## src/rtl/esc_trap_pkg.sv

```systemverilog
package esc_trap_pkg;
  localparam int OPC_W     = 8;
  localparam int VEC_W     = 8;
  localparam logic [VEC_W-1:0] ESC_VECTOR = 8'h07;
  // escape group: top five bits 11011 -> D8h..DFh
  localparam logic [4:0] ESC_GROUP = 5'b11011;

  function automatic logic is_escape(input logic [OPC_W-1:0] code);
    return code[OPC_W-1:3] == ESC_GROUP;
  endfunction

  function automatic logic [31:0] pick_return(input logic has_pfx,
                                              input logic [31:0] pfx_addr,
                                              input logic [31:0] own_addr);
    return has_pfx ? pfx_addr : own_addr;
  endfunction
endpackage

```

## src/rtl/esc_opcode_match.sv

```systemverilog
module esc_opcode_match
  import esc_trap_pkg::*;
(
  input  logic             rst,
  input  logic             op_valid,
  input  logic [OPC_W-1:0] op_code,
  input  logic             op_is_prefix,
  output logic             esc_fire
);
  logic esc_hit;
  assign esc_hit  = is_escape(op_code);
  assign esc_fire = !rst && op_valid && !op_is_prefix && esc_hit;
endmodule

```

## src/rtl/esc_prefix_tracker.sv

```systemverilog
module esc_prefix_tracker #(
  parameter int ADDR_W = 20
) (
  input  logic              clk,
  input  logic              rst,
  input  logic              op_valid,
  input  logic              op_is_prefix,
  input  logic [ADDR_W-1:0] op_addr,
  output logic              pfx_active,
  output logic [ADDR_W-1:0] pfx_addr
);
  logic pfx_start, pfx_end;
  assign pfx_start = op_valid && op_is_prefix && !pfx_active;
  assign pfx_end   = op_valid && !op_is_prefix;

  always_ff @(posedge clk) begin
    if (rst) begin
      pfx_active <= 1'b0;
      pfx_addr   <= '0;
    end else if (pfx_start) begin
      pfx_active <= 1'b1;
      pfx_addr   <= op_addr;
    end else if (pfx_end) begin
      pfx_active <= 1'b0;
    end
  end

  // an accepted non-prefix byte ends the run
  assert_pfx_clear_R7: assert property (@(posedge clk) disable iff (rst)
    (op_valid && !op_is_prefix) |=> !pfx_active);
  // idle cycles leave the run untouched
  assert_pfx_idle_R8: assert property (@(posedge clk) disable iff (rst)
    !op_valid |=> ($stable(pfx_active) && $stable(pfx_addr)));
  // later prefixes do not move the start
  assert_pfx_first_R6: assert property (@(posedge clk) disable iff (rst)
    (op_valid && op_is_prefix && pfx_active) |=> (pfx_active && $stable(pfx_addr)));
endmodule

```

## src/rtl/esc_ret_hold.sv

```systemverilog
module esc_ret_hold
  import esc_trap_pkg::*;
#(
  parameter int ADDR_W = 20
) (
  input  logic              clk,
  input  logic              rst,
  input  logic              esc_fire,
  input  logic              pfx_active,
  input  logic [ADDR_W-1:0] pfx_addr,
  input  logic [ADDR_W-1:0] op_addr,
  output logic [ADDR_W-1:0] ret_addr
);
  logic [ADDR_W-1:0] ret_now, ret_held;

  assign ret_now  = ADDR_W'(pick_return(pfx_active, 32'(pfx_addr), 32'(op_addr)));
  assign ret_addr = esc_fire ? ret_now : ret_held;

  always_ff @(posedge clk) begin
    if (rst)           ret_held <= '0;
    else if (esc_fire) ret_held <= ret_now;
  end

  // output frozen between requests
  assert_ret_hold_R9: assert property (@(posedge clk) disable iff (rst)
    (!esc_fire && !$past(esc_fire)) |-> $stable(ret_addr));
  // no run pending -> escape's own address
  assert_ret_own_R5: assert property (@(posedge clk) disable iff (rst)
    (esc_fire && !pfx_active) |-> (ret_addr == op_addr));
endmodule

```

## src/rtl/esc_trap_unit.sv

```systemverilog
module esc_trap_unit
  import esc_trap_pkg::*;
#(
  parameter int ADDR_W = 20
) (
  input  logic              clk,
  input  logic              rst,
  input  logic              op_valid,
  input  logic [OPC_W-1:0]  op_code,
  input  logic [ADDR_W-1:0] op_addr,
  input  logic              op_is_prefix,
  output logic              trap_req,
  output logic [VEC_W-1:0]  trap_type,
  output logic [ADDR_W-1:0] trap_ret_addr
);
  logic              esc_fire;
  logic              pfx_active;
  logic [ADDR_W-1:0] pfx_addr;

  esc_opcode_match u_match (
    .rst(rst), .op_valid(op_valid), .op_code(op_code),
    .op_is_prefix(op_is_prefix), .esc_fire(esc_fire)
  );

  esc_prefix_tracker #(.ADDR_W(ADDR_W)) u_pfx (
    .clk(clk), .rst(rst), .op_valid(op_valid), .op_is_prefix(op_is_prefix),
    .op_addr(op_addr), .pfx_active(pfx_active), .pfx_addr(pfx_addr)
  );

  esc_ret_hold #(.ADDR_W(ADDR_W)) u_ret (
    .clk(clk), .rst(rst), .esc_fire(esc_fire), .pfx_active(pfx_active),
    .pfx_addr(pfx_addr), .op_addr(op_addr), .ret_addr(trap_ret_addr)
  );

  assign trap_req  = esc_fire;
  assign trap_type = ESC_VECTOR;

  // requests only for bytes inside the escape range
  assert_only_esc_R2: assert property (@(posedge clk) disable iff (rst)
    trap_req |-> (op_valid && !op_is_prefix && op_code >= 8'hD8 && op_code <= 8'hDF));
  // a pending run redirects the return address
  assert_ret_pfx_R6: assert property (@(posedge clk) disable iff (rst)
    (trap_req && pfx_active) |-> (trap_ret_addr == pfx_addr));
endmodule

```

## config.mk

```make
export PLATFORM = sky130hd
export DESIGN_NAME = esc_trap_unit
export DESIGN_NICKNAME = d
export VERILOG_FILES = /design/src/rtl/esc_trap_pkg.sv /design/src/rtl/esc_opcode_match.sv /design/src/rtl/esc_prefix_tracker.sv /design/src/rtl/esc_ret_hold.sv /design/src/rtl/esc_trap_unit.sv
export SDC_FILE = /design/constraint.sdc
export NUM_CORES = 1
export LEC_CHECK = 0
export BUFFER_PORTS_ARGS = -buffer_cell sky130_fd_sc_hd__buf_2
export CELL_PAD_IN_SITES_DETAIL_PLACEMENT = 1
export CELL_PAD_IN_SITES_GLOBAL_PLACEMENT = 1
export CORE_MARGIN = 5
export CORE_UTILIZATION = 38
export DETAILED_ROUTE_END_ITERATION = 6
export PLACE_DENSITY = 0.78
export RECOVER_POWER = 50
export SYNTH_ARGS = -nofsm -noshare
export SYNTH_HDL_FRONTEND = slang
export SYNTH_SLANG_ARGS = --single-unit
```

## constraint.sdc

```tcl
create_clock -name clk -period 2.99 [get_ports clk]
set_input_delay 0.4485 -clock clk [delete_from_list [all_inputs] [get_ports clk]]
set_output_delay 0.4485 -clock clk [all_outputs]
set_load 0.03 [all_outputs]
```

==> key figures, run 1 <==
Final layout
  – Final net count: 294
  – Cell area after layout: 2250 um2
  – Util after Layout: 44.5%
  – Layout cells sized above 1: 25.9%
  – Antenna diodes: 0
  – Area Growth Syn to Fin: 15.4%

GRT
  – GRT Total Usage: 16.1%
  – Congestion Overflow GR: 0
  – Vias in the first global route: 1,687
  – Initial antenna violation count: 0
  – Pin count of the biggest net entering global routing: 25
  – First-pass GRT wire length: 8.19 mm

Placed design
  – DPL Wire Length: 3.52 mm
  – Buffers on Ports: 49
  – Routability congestion estimate: 0.727
  – Post-DP Area: 2160 um2
  – Place WS: 0.574 ns

Critical path
  – R2R depth: 3
  – WS Path Type: in -> out
  – CP endpoint kind: primary output
  – Required @ worst endpoint: 2.54 ns
  – CP Launch Type: primary input
  – WP data arrival: 1.92 ns
  – Critical Path Fanout Max: 24

Status
  – Status: complete, no violations

Logic synthesis
  – Part of the Yosys area used for sequential elements: 42.2%
  – Synth cell count leaders: 56 x a21oi_1, 41 x dfxtp_1, 40 x nand2_1
  – Number of flops mapped to enable cells by yosys: 0
  – Largest area contributor in the netlist: dfxtp_1
  – Avg Cell Area, Syn: 8.73 um2
  – Mapped Area: 1950 um2
  – Synth Instances: 223
  – Synth unique cells: 21
  – Main synth FF type: dfxtp_1
  – Post-synth ARST share: 0%
  – Synth top area share: 42.2%
  – Synth area leaders: dfxtp_1 42%, a21oi_1 14%, mux2i_1 8.7%
  – Post-synthesis register bit count: 41
  – Yosys warnings: 0
  – Most frequent cell after synthesis: a21oi_1

Clock network
  – Post-CTS setup buffers: 0
  – PostCTS Resize Cnt: 0
  – Clock Sinks: 41
  – Longest Clk Path Bufs: 2
  – CTS clk-pin slew, worst paths: 0.08 ns
  – Number of H-tree levels: 2
  – Skew-Pair Late Insertion Delay: 0.29 ns
  – Root buf cell: clkbuf_8
  – CTS tree: yes
  – CTS Buf Count: 5
  – Cts hold-fix bufs: 0

Power
  – Leak: 0.891 nW
  – Pwr Density: 466 nW/um2
  – Worst vdd ir: 0.215 mV

Routing
  – Total number of vias: 1,695
  – DR WL/cell: 14.9 um
  – Avg Vias per Cell: 5.09
  – Drt total wl: 4.95 mm
  – Drt first pass iters: 4
  – DR DRC count: 0
  – Antenna-violating nets left: 0
  – Starting DRT DRC Count: 90

Timing
  – Clk_skew: 0.00616 ns
  – Fin Hold WS: 0.399 ns
  – Maximum clock rate: 423 MHz
  – Post-route minimum period: 2.37 ns
  – Slew Viols, Final: 0
  – Worst-margin pin slew: 0.828 ns
  – Final Hold Viols: 0
  – Final period util: 79.1%
  – Setup violators final: 0
  – Setup TNS: 0 ns
  – Slew Limit Headroom: 44.7%
  – RSZ-0062 raised after global routing: no
  – Setup ws final: 0.624 ns

Floorplanning
  – FP Rows: 26
  – Ports: 61
  – Initial Utilization: 38.6%
  – Core Box Area: 5040 um2
  – Die W: 81.6 um
  – Die area: 6650 um2
  – Die height: 81.6 um

Hold path
  – Hold Path Class: in -> reg
  – Cell depth of the worst hold path: 3

Job
  – Maximum capacitance violations: 0
==> layer usage <==
layer  vias to the layer above  global-route usage (%)  share of wire, %
li1                        852                       -                 -
met1                       803                    22.5                48
met2                        33                    24.6                47
met3                         7                    3.40               4.2
met4                         0                    4.98               1.2
met5                         -                       0                 0
==> metrics by stage <==
step / total power, mW / instances
5_1_grt: 1.10 / 333
4_1_cts: 1.06 / 333
3_3_place_gp: 0.709 / 325
6_report: 1.05 / 333
2_1_floorplan: 0.678 / 229
3_5_place_dp: 0.713 / 325
==> layout by cell type, fill, tap and decap left out, types with 2 or more instances in the layout <==
master,instances
a211oi_1,16
buf_2,49
nor2_1,5
nand2_1,40
buf_4,3
nor3_1,4
a21oi_1,56
conb_1,8
mux2i_1,17
clkbuf_8,5
nor2b_1,4
clkinv_2,2
dfxtp_1,41
a2111oi_2,4
==> power by group <==
part           internal (mW)  switching [mW]
Combinational         0.0439          0.0894
Sequential             0.560         0.00741
Clock                  0.162           0.183
==> registers in the layout (all words and copies together), names as in the netlist <==
name              flops
u_pfx.pfx_addr       20
u_ret.ret_held       20
u_pfx.pfx_active      1
==> final cells by class <==
| cell class | instances | area (um2) |
|---|---|---|
| repair buffers | 53 | 288 |
| well taps | 70 | 87.6 |
| flip-flops and latches | 41 | 821 |
| clock inverters | 2 | 10.0 |
| fillers | 653 | 2800 |
| multi-input cells | 161 | 967 |
| clock buffers | 6 | 72.6 |
==> critical path, cell delays in order <==
cell and delay (ns):
buf_2 0.24, and4bb_2 0.66, a21oi_1 0.17, a21oi_1 0.16
buf_2 0.22
==> worst paths after layout <==
check	slack, ns	endpoint	start
worst max register to register	1.53	u_pfx.pfx_addr[14]	u_pfx.pfx_active
worst min register to register	0.46	u_pfx.pfx_addr[8]	u_pfx.pfx_addr[8]
worst max-delay path	0.62	trap_ret_addr[7]	rst
worst min-delay path	0.40	u_pfx.pfx_addr[19]	op_addr[19]
==> cells by family (layout without fill, tap and decap cells) <==
logic type / after synthesis / count (layout) / share of synthesized area (%)
muxes: 17 / 17 / 8.74
and+or+nand+nor: 60 / 60 / 15.7
other: 2 / 8 / 0.386
AOI/OAI and AO/OA: 76 / 76 / 23.7
DFF: 41 / 41 / 42.2
buffers and inverters: 27 / 61 / 9.32
Power figures use the tool's default switching activity.
==> run 2: changes to the inputs <==
CORE_UTILIZATION = 33   (was 38)
PLACE_DENSITY = 0.72   (was 0.78)
clock period = 2 ns   (was 2.99 ns; I/O delays follow)
==> run 2 against run 1 <==
  * Clock power grew 56%
  * Sequential share of layout area decreased by 0.70 points
  * Global-route usage shrank 1.6 points
  * Via count shrank 0.24%
  * Cell area rose by 2.0%
  * First-iteration DRC count is 39% higher
  * Critical path depth shrank 1
==> key figures, run 2 (synthesis results as in run 1) <==
Clock network
  – Post-CTS setup buffers: 0 (unchanged)
  – Number of H-tree levels: 2 (unchanged)
  – CTS tree: yes (unchanged)
  – Cts hold-fix bufs: 0 (unchanged)
  – Clock Sinks: 41 (unchanged)
  – Longest Clk Path Bufs: 2 (unchanged)
  – Skew-Pair Late Insertion Delay: 0.29 ns (about the same)
  – CTS Buf Count: 5 (unchanged)
  – Root buf cell: clkbuf_8 (unchanged)
  – CTS clk-pin slew, worst paths: 0.07 ns (was 0.08 ns)
  – PostCTS Resize Cnt: 0 (unchanged)

Final layout
  – Fill cells: 737 (was 653)
  – Most common cell after layout, fill and taps aside: a21oi_1 (unchanged)
  – Commonest cells after routing, fill and taps aside: 56 x a21oi_1, 48 x buf_2, 41 x dfxtp_1 (was 56 x a21oi_1, 49 x buf_2, 41 x dfxtp_1)
  – Final net count: 298 (was 294)
  – Antenna diodes: 0 (unchanged)
  – Area Growth Syn to Fin: 17.6% (was 15.4%)
  – Biggest regs: u_pfx.pfx_addr (20), u_ret.ret_held (20), u_pfx.pfx_active (1) (unchanged)
  – Layout cells sized above 1: 25.9% (about the same)

Power
  – Worst vdd ir: 0.213 mV (was 0.215 mV)
  – Clock power frac: 33.9% (was 33.0%)
  – Pwr Density: 693 nW/um2 (was 466 nW/um2)
  – Leak: 0.911 nW (was 0.891 nW)
  – Internal power: 1.18 mW (was 0.766 mW)
  – Flop pwr share: 53.4% (was 54.3%)
  – Design Power: 1.59 mW (was 1.05 mW)
  – Sw frac: 25.5% (was 26.8%)
  – Comb power frac: 12.7% (about the same)
  – Psw: 0.405 mW (was 0.280 mW)

Floorplanning
  – FP Rows: 28 (was 26)
  – Die area: 7540 um2 (was 6650 um2)
  – Core Box Area: 5820 um2 (was 5040 um2)
  – Initial Utilization: 33.5% (was 38.6%)
  – Die W: 86.8 um (was 81.6 um)
  – Die height: 86.8 um (was 81.6 um)
  – Ports: 61 (unchanged)

Critical path
  – WS Path Type: reg -> out (was in -> out)
  – Required @ worst endpoint: 1.70 ns (was 2.54 ns)
  – Critical Path Fanout Max: 14 (was 24)
  – Worst R2R Start: u_pfx.pfx_active (unchanged)
  – Worst setup path startpoint: u_pfx.pfx_active (was rst)
  – Reg2Reg Setup Slack: 0.36 ns (was 1.53 ns)
  – WP data arrival: 1.54 ns (was 1.92 ns)
  – CP endpoint kind: primary output (unchanged)
  – CP Launch Type: register (was primary input)

GRT
  – Pin count of the biggest net entering global routing: 42 (was 25)
  – First-pass GRT wire length: 8.58 mm (was 8.19 mm)
  – Congestion Overflow GR: 0 (unchanged)
  – Initial antenna violation count: 0 (unchanged)
  – Vias in the first global route: 1,777 (was 1,687)
  – GRT Total Usage: 14.4% (was 16.1%)

Timing
  – Final period util: 92.2%
  – Setup TNS: 0 ns (unchanged)
  – Setup violators final: 0 (unchanged)
  – Slew Limit Headroom: 44.4% (was 44.7%)
  – Clk_skew: 0.00484 ns (was 0.00616 ns)
  – Maximum clock rate: 542 MHz
  – Final Hold Viols: 0 (unchanged)
  – Slew Viols, Final: 0 (unchanged)
  – Worst-margin pin slew: 0.834 ns (was 0.828 ns)
  – RSZ-0062 raised after global routing: no (unchanged)
  – Post-route minimum period: 1.84 ns

Routing
  – Avg Vias per Cell: 4.96 (was 5.09)
  – Starting DRT DRC Count: 125 (was 90)
  – Drt total wl: 5.03 mm (was 4.95 mm)
  – Antenna-violating nets left: 0 (unchanged)
  – Total number of vias: 1,691 (was 1,695)
  – Drt first pass iters: 4 (unchanged)
  – DR WL/cell: 14.7 um (was 14.9 um)
  – DR DRC count: 0 (unchanged)

Status
  – Status: complete, no violations (unchanged)

Placed design
  – Routability congestion estimate: 0.723 (was 0.727)
  – DPL Wire Length: 3.52 mm (about the same)
  – Buffers on Ports: 49 (unchanged)

Hold path
  – HP Start: op_addr[18] (was op_addr[19])
  – Hold Path Class: in -> reg (unchanged)

Job
  – Maximum capacitance violations: 0 (unchanged)
[run 2: cell types whose count changed in the layout (fill, tap and decap cells not counted), sizes merged]
cell    delta
buf        +3
clkinv     -2
clkbuf     +2
[run 2: critical path, stage by stage (launching register included)]
cell     delay (ns)
dfxtp_1        0.33
buf_4          0.27
mux2i_1        0.34
a21oi_1        0.13
buf_2          0.19
[run 2: path summary, 6_finish.rpt]
check,cells past startpoint,endpoint
setup / recovery,4,trap_ret_addr[1]
hold / removal,3,u_pfx.pfx_addr[18]
setup reg to reg,4,u_pfx.pfx_addr[15]
hold reg to reg,2,u_pfx.pfx_addr[18]
[run 2: area by class of cell]
cell class | count | area [um2] | area share [%]
Multi-Input combinational cell | 161 | 960 | 41.9
Sequential cell | 41 | 821 | 35.8
Timing Repair Buffer | 57 | 329 | 14.4
Tap cell | 75 | 93.8 | 4.10
Clock buffer | 7 | 86.3 | 3.77
[run 2: through the flow]
stage                     util (%)  setup WS [ns]  hold WS, ns  cell area, um2  std cells
after floorplan                  -          0.290        0.436            1970        229
after global placement        38.0          0.190        0.441            2210        334
after detailed placement      38.0          0.142        0.451            2210        334
after CTS                     39.5          0.140        0.251            2300        341
after global routing          39.4         0.0649        0.258            2290        341
final                         39.4          0.155        0.258            2290        341
[run 2: routing by layer]
metal	share of wire, %	global-route usage [%]	wire, um	up-vias
met5	0	0	0	-
met4	1.0	3.82	50	0
met3	5.0	3.61	250	4
met2	47	22.7	2360	37
met1	47	19.7	2370	797
li1	-	-	-	853
[run 2: power by group through the flow]
stage | clock (mW) | combinational [mW] | sequential, mW
2_1_floorplan | 0 | 0.150 | 0.864
3_3_place_gp | 0 | 0.199 | 0.865
3_5_place_dp | 0 | 0.204 | 0.867
4_1_cts | 0.557 | 0.204 | 0.847
5_1_grt | 0.593 | 0.226 | 0.850
6_report | 0.538 | 0.201 | 0.847
==> run 3: changes to the inputs <==
BUFFER_PORTS_ARGS = -buffer_cell sky130_fd_sc_hd__clkbuf_2   (was -buffer_cell sky130_fd_sc_hd__buf_2)
CORE_ASPECT_RATIO = 0.75   (was default)
==> run 3 against run 2 <==
  * First-iteration DRC count fell by 49%
  * Total power fell by 0.38%
  * Cell area rose by 0.98%
  * Clock skew rose by 0.0013 ns
  * Wire length rose by 5.8%
  * Non-clock buffer count did not move
  * Critical path type unchanged
  * Highest routed layer unchanged
==> key figures, run 3 (synthesis results as in run 1) <==
Status
  – Status: complete, no violations (unchanged)

Placed design
  – DP Cell Count: 337 (was 334)
  – Place WS: 0.162 ns (was 0.142 ns)
  – Routability congestion estimate: 0.685 (was 0.723)
  – Buffers on Ports: 49 (unchanged)
  – DPL Wire Length: 3.69 mm (was 3.52 mm)

Timing
  – RSZ-0062 raised after global routing: no (unchanged)
  – Setup TNS: 0 ns (unchanged)
  – Post-route minimum period: 1.86 ns (was 1.84 ns)
  – Slew Viols, Final: 0 (unchanged)
  – Maximum clock rate: 539 MHz (was 542 MHz)
  – Final Hold Viols: 0 (unchanged)
  – Fin Hold WS: 0.242 ns (was 0.258 ns)
  – Clk_skew: 0.00614 ns (was 0.00484 ns)
  – Setup ws final: 0.145 ns (was 0.155 ns)
  – Final period util: 92.8% (was 92.2%)
  – Setup violators final: 0 (unchanged)

Routing
  – Metal2 WL: 2.39 mm (was 2.36 mm)
  – Antenna-violating nets left: 0 (unchanged)
  – Wire length on met3: 267 um (was 250 um)
  – Drt first pass iters: 4 (unchanged)
  – DR DRC count: 0 (unchanged)
  – Starting DRT DRC Count: 64 (was 125)
  – Total number of vias: 1,703 (was 1,691)
  – DR top layer: met4 (unchanged)
  – Drt total wl: 5.32 mm (was 5.03 mm)
  – Met1 WL: 2.62 mm (was 2.37 mm)
  – DR WL/cell: 15.4 um (was 14.7 um)
  – Avg Vias per Cell: 4.94 (was 4.96)

Critical path
  – CP Cell Sequence: buf_4 > mux2i_1 > a21oi_1 > clkbuf_2 (was buf_4 > mux2i_1 > a21oi_1 > buf_2)
  – Buffers & Inverters on Critical Path: 2 (unchanged)
  – WS Path Type: reg -> out (unchanged)
  – Required @ worst endpoint: 1.70 ns (about the same)
  – CP endpoint kind: primary output (unchanged)
  – Critical Path Fanout Max: 10 (was 14)
  – Max stage delay on crit path: 0.36 ns (was 0.34 ns)
  – WP data arrival: 1.56 ns (was 1.54 ns)
  – Worst path top cell family by delay: buffers and inverters (unchanged)
  – CP max-delay cell: dfxtp_1 (was mux2i_1)
  – CP Launch Type: register (unchanged)

Clock network
  – CTS tree: yes (unchanged)
  – Longest Clk Path Bufs: 2 (unchanged)
  – Skew-Pair Late Insertion Delay: 0.28 ns (was 0.29 ns)
  – CTS clk-pin slew, worst paths: 0.08 ns (was 0.07 ns)
  – CTS Buf Count: 5 (unchanged)
  – PostCTS Resize Cnt: 0 (unchanged)
  – Number of H-tree levels: 2 (unchanged)
  – Post-CTS setup buffers: 0 (unchanged)
  – Cts hold-fix bufs: 0 (unchanged)
  – Root buf cell: clkbuf_8 (unchanged)
  – Clock Sinks: 41 (unchanged)

Floorplanning
  – Die height: 76.5 um (was 86.8 um)
  – Ports: 61 (unchanged)
  – Initial Utilization: 33.8% (was 33.5%)
  – Die area: 7550 um2 (was 7540 um2)
  – Die W: 98.7 um (was 86.8 um)
  – FP Rows: 24 (was 28)
  – Core Box Area: 5770 um2 (was 5820 um2)

GRT
  – Congestion Overflow GR: 0 (unchanged)
  – Vias in the first global route: 1,804 (was 1,777)
  – First-pass GRT wire length: 8.78 mm (was 8.58 mm)
  – Initial antenna violation count: 0 (unchanged)
  – GRT Total Usage: 14.3% (was 14.4%)
  – Pin count of the biggest net entering global routing: 42 (unchanged)

Final layout
  – Commonest cells after routing, fill and taps aside: 56 x a21oi_1, 50 x clkbuf_2, 41 x dfxtp_1 (was 56 x a21oi_1, 48 x buf_2, 41 x dfxtp_1)
  – Post-route insts no fill: 345 (was 341)
  – Most common cell after layout, fill and taps aside: a21oi_1 (unchanged)
  – Biggest regs: u_pfx.pfx_addr (20), u_ret.ret_held (20), u_pfx.pfx_active (1) (unchanged)
  – Area Growth Syn to Fin: 18.8% (was 17.6%)
  – Antenna diodes: 0 (unchanged)
  – Final net count: 298 (unchanged)
  – Layout cells sized above 1: 27.0% (was 25.9%)

Hold path
  – Hold Path Class: in -> reg (unchanged)

Power
  – Design Power: 1.58 mW (was 1.59 mW)
  – Leak: 0.904 nW (was 0.911 nW)
  – Pwr Density: 684 nW/um2 (was 693 nW/um2)
  – Worst vdd ir: 0.245 mV (was 0.213 mV)

Job
  – Maximum capacitance violations: 0 (unchanged)
## run 3: changes by cell type in the layout (fill, tap and decap cells not counted)
cell	previous run	this run
clkbuf_2	0	50
buf_2	48	0
buf_4	6	3
clkinv_2	0	2
buf_12	2	3
buf_6	0	1
clkbuf_1	2	1
clkbuf_8	6	5
nor2_1	6	5
nor2_4	0	1
## run 3: final timing paths
kind / startpoint / end / slack [ns] / depth (start not counted)
worst max register to register: u_pfx.pfx_active / u_pfx.pfx_addr[14] / 0.34 / 5
worst min-delay path: op_addr[7] / u_pfx.pfx_addr[7] / 0.24 / 3
worst min register to register: u_pfx.pfx_addr[11] / u_pfx.pfx_addr[11] / 0.46 / 2
worst max-delay path: u_pfx.pfx_active / trap_ret_addr[0] / 0.14 / 4
## run 3: per-stage QoR
| stage | instance area [um2] | utilization, % |
|---|---|---|
| floorplan | 1970 | - |
| global placement | 2230 | 38.7 |
| detailed placement | 2230 | 38.7 |
| CTS | 2310 | 40.1 |
| global route | 2310 | 40.1 |
| finish | 2310 | 40.1 |
## run 3: per-layer routing
metal	up-vias	track usage, %
met1	804	19.4
met3	4	3.66
met4	0	3.27
met2	39	22.9
li1	856	-
met5	-	0
## run 3: final cells by class
type                            instances  area (um2)
Fill cell                             721        3450
Multi-Input combinational cell        161         967
Sequential cell                        41         821
Timing Repair Buffer                   57         344
Tap cell                               78        97.6
Clock buffer                            6        72.6
Clock inverter                          2        10.0
## run 3: worst reg2reg max path: stages, from the launching register on
cell and delay (ns):
dfxtp_1 0.33, buf_6 0.17, and3b_1 0.51, clkbuf_2 0.35, nand2_1 0.09, a21oi_1 0.14
## run 3: report_power, final
part	internal (mW)	total [mW]	leakage, nW	switching [mW]
logic	0.0730	0.209	0.526	0.136
registers	0.837	0.848	0.333	0.0107
clock network	0.242	0.524	0.0450	0.282
total	1.15	1.58	0.904	0.429
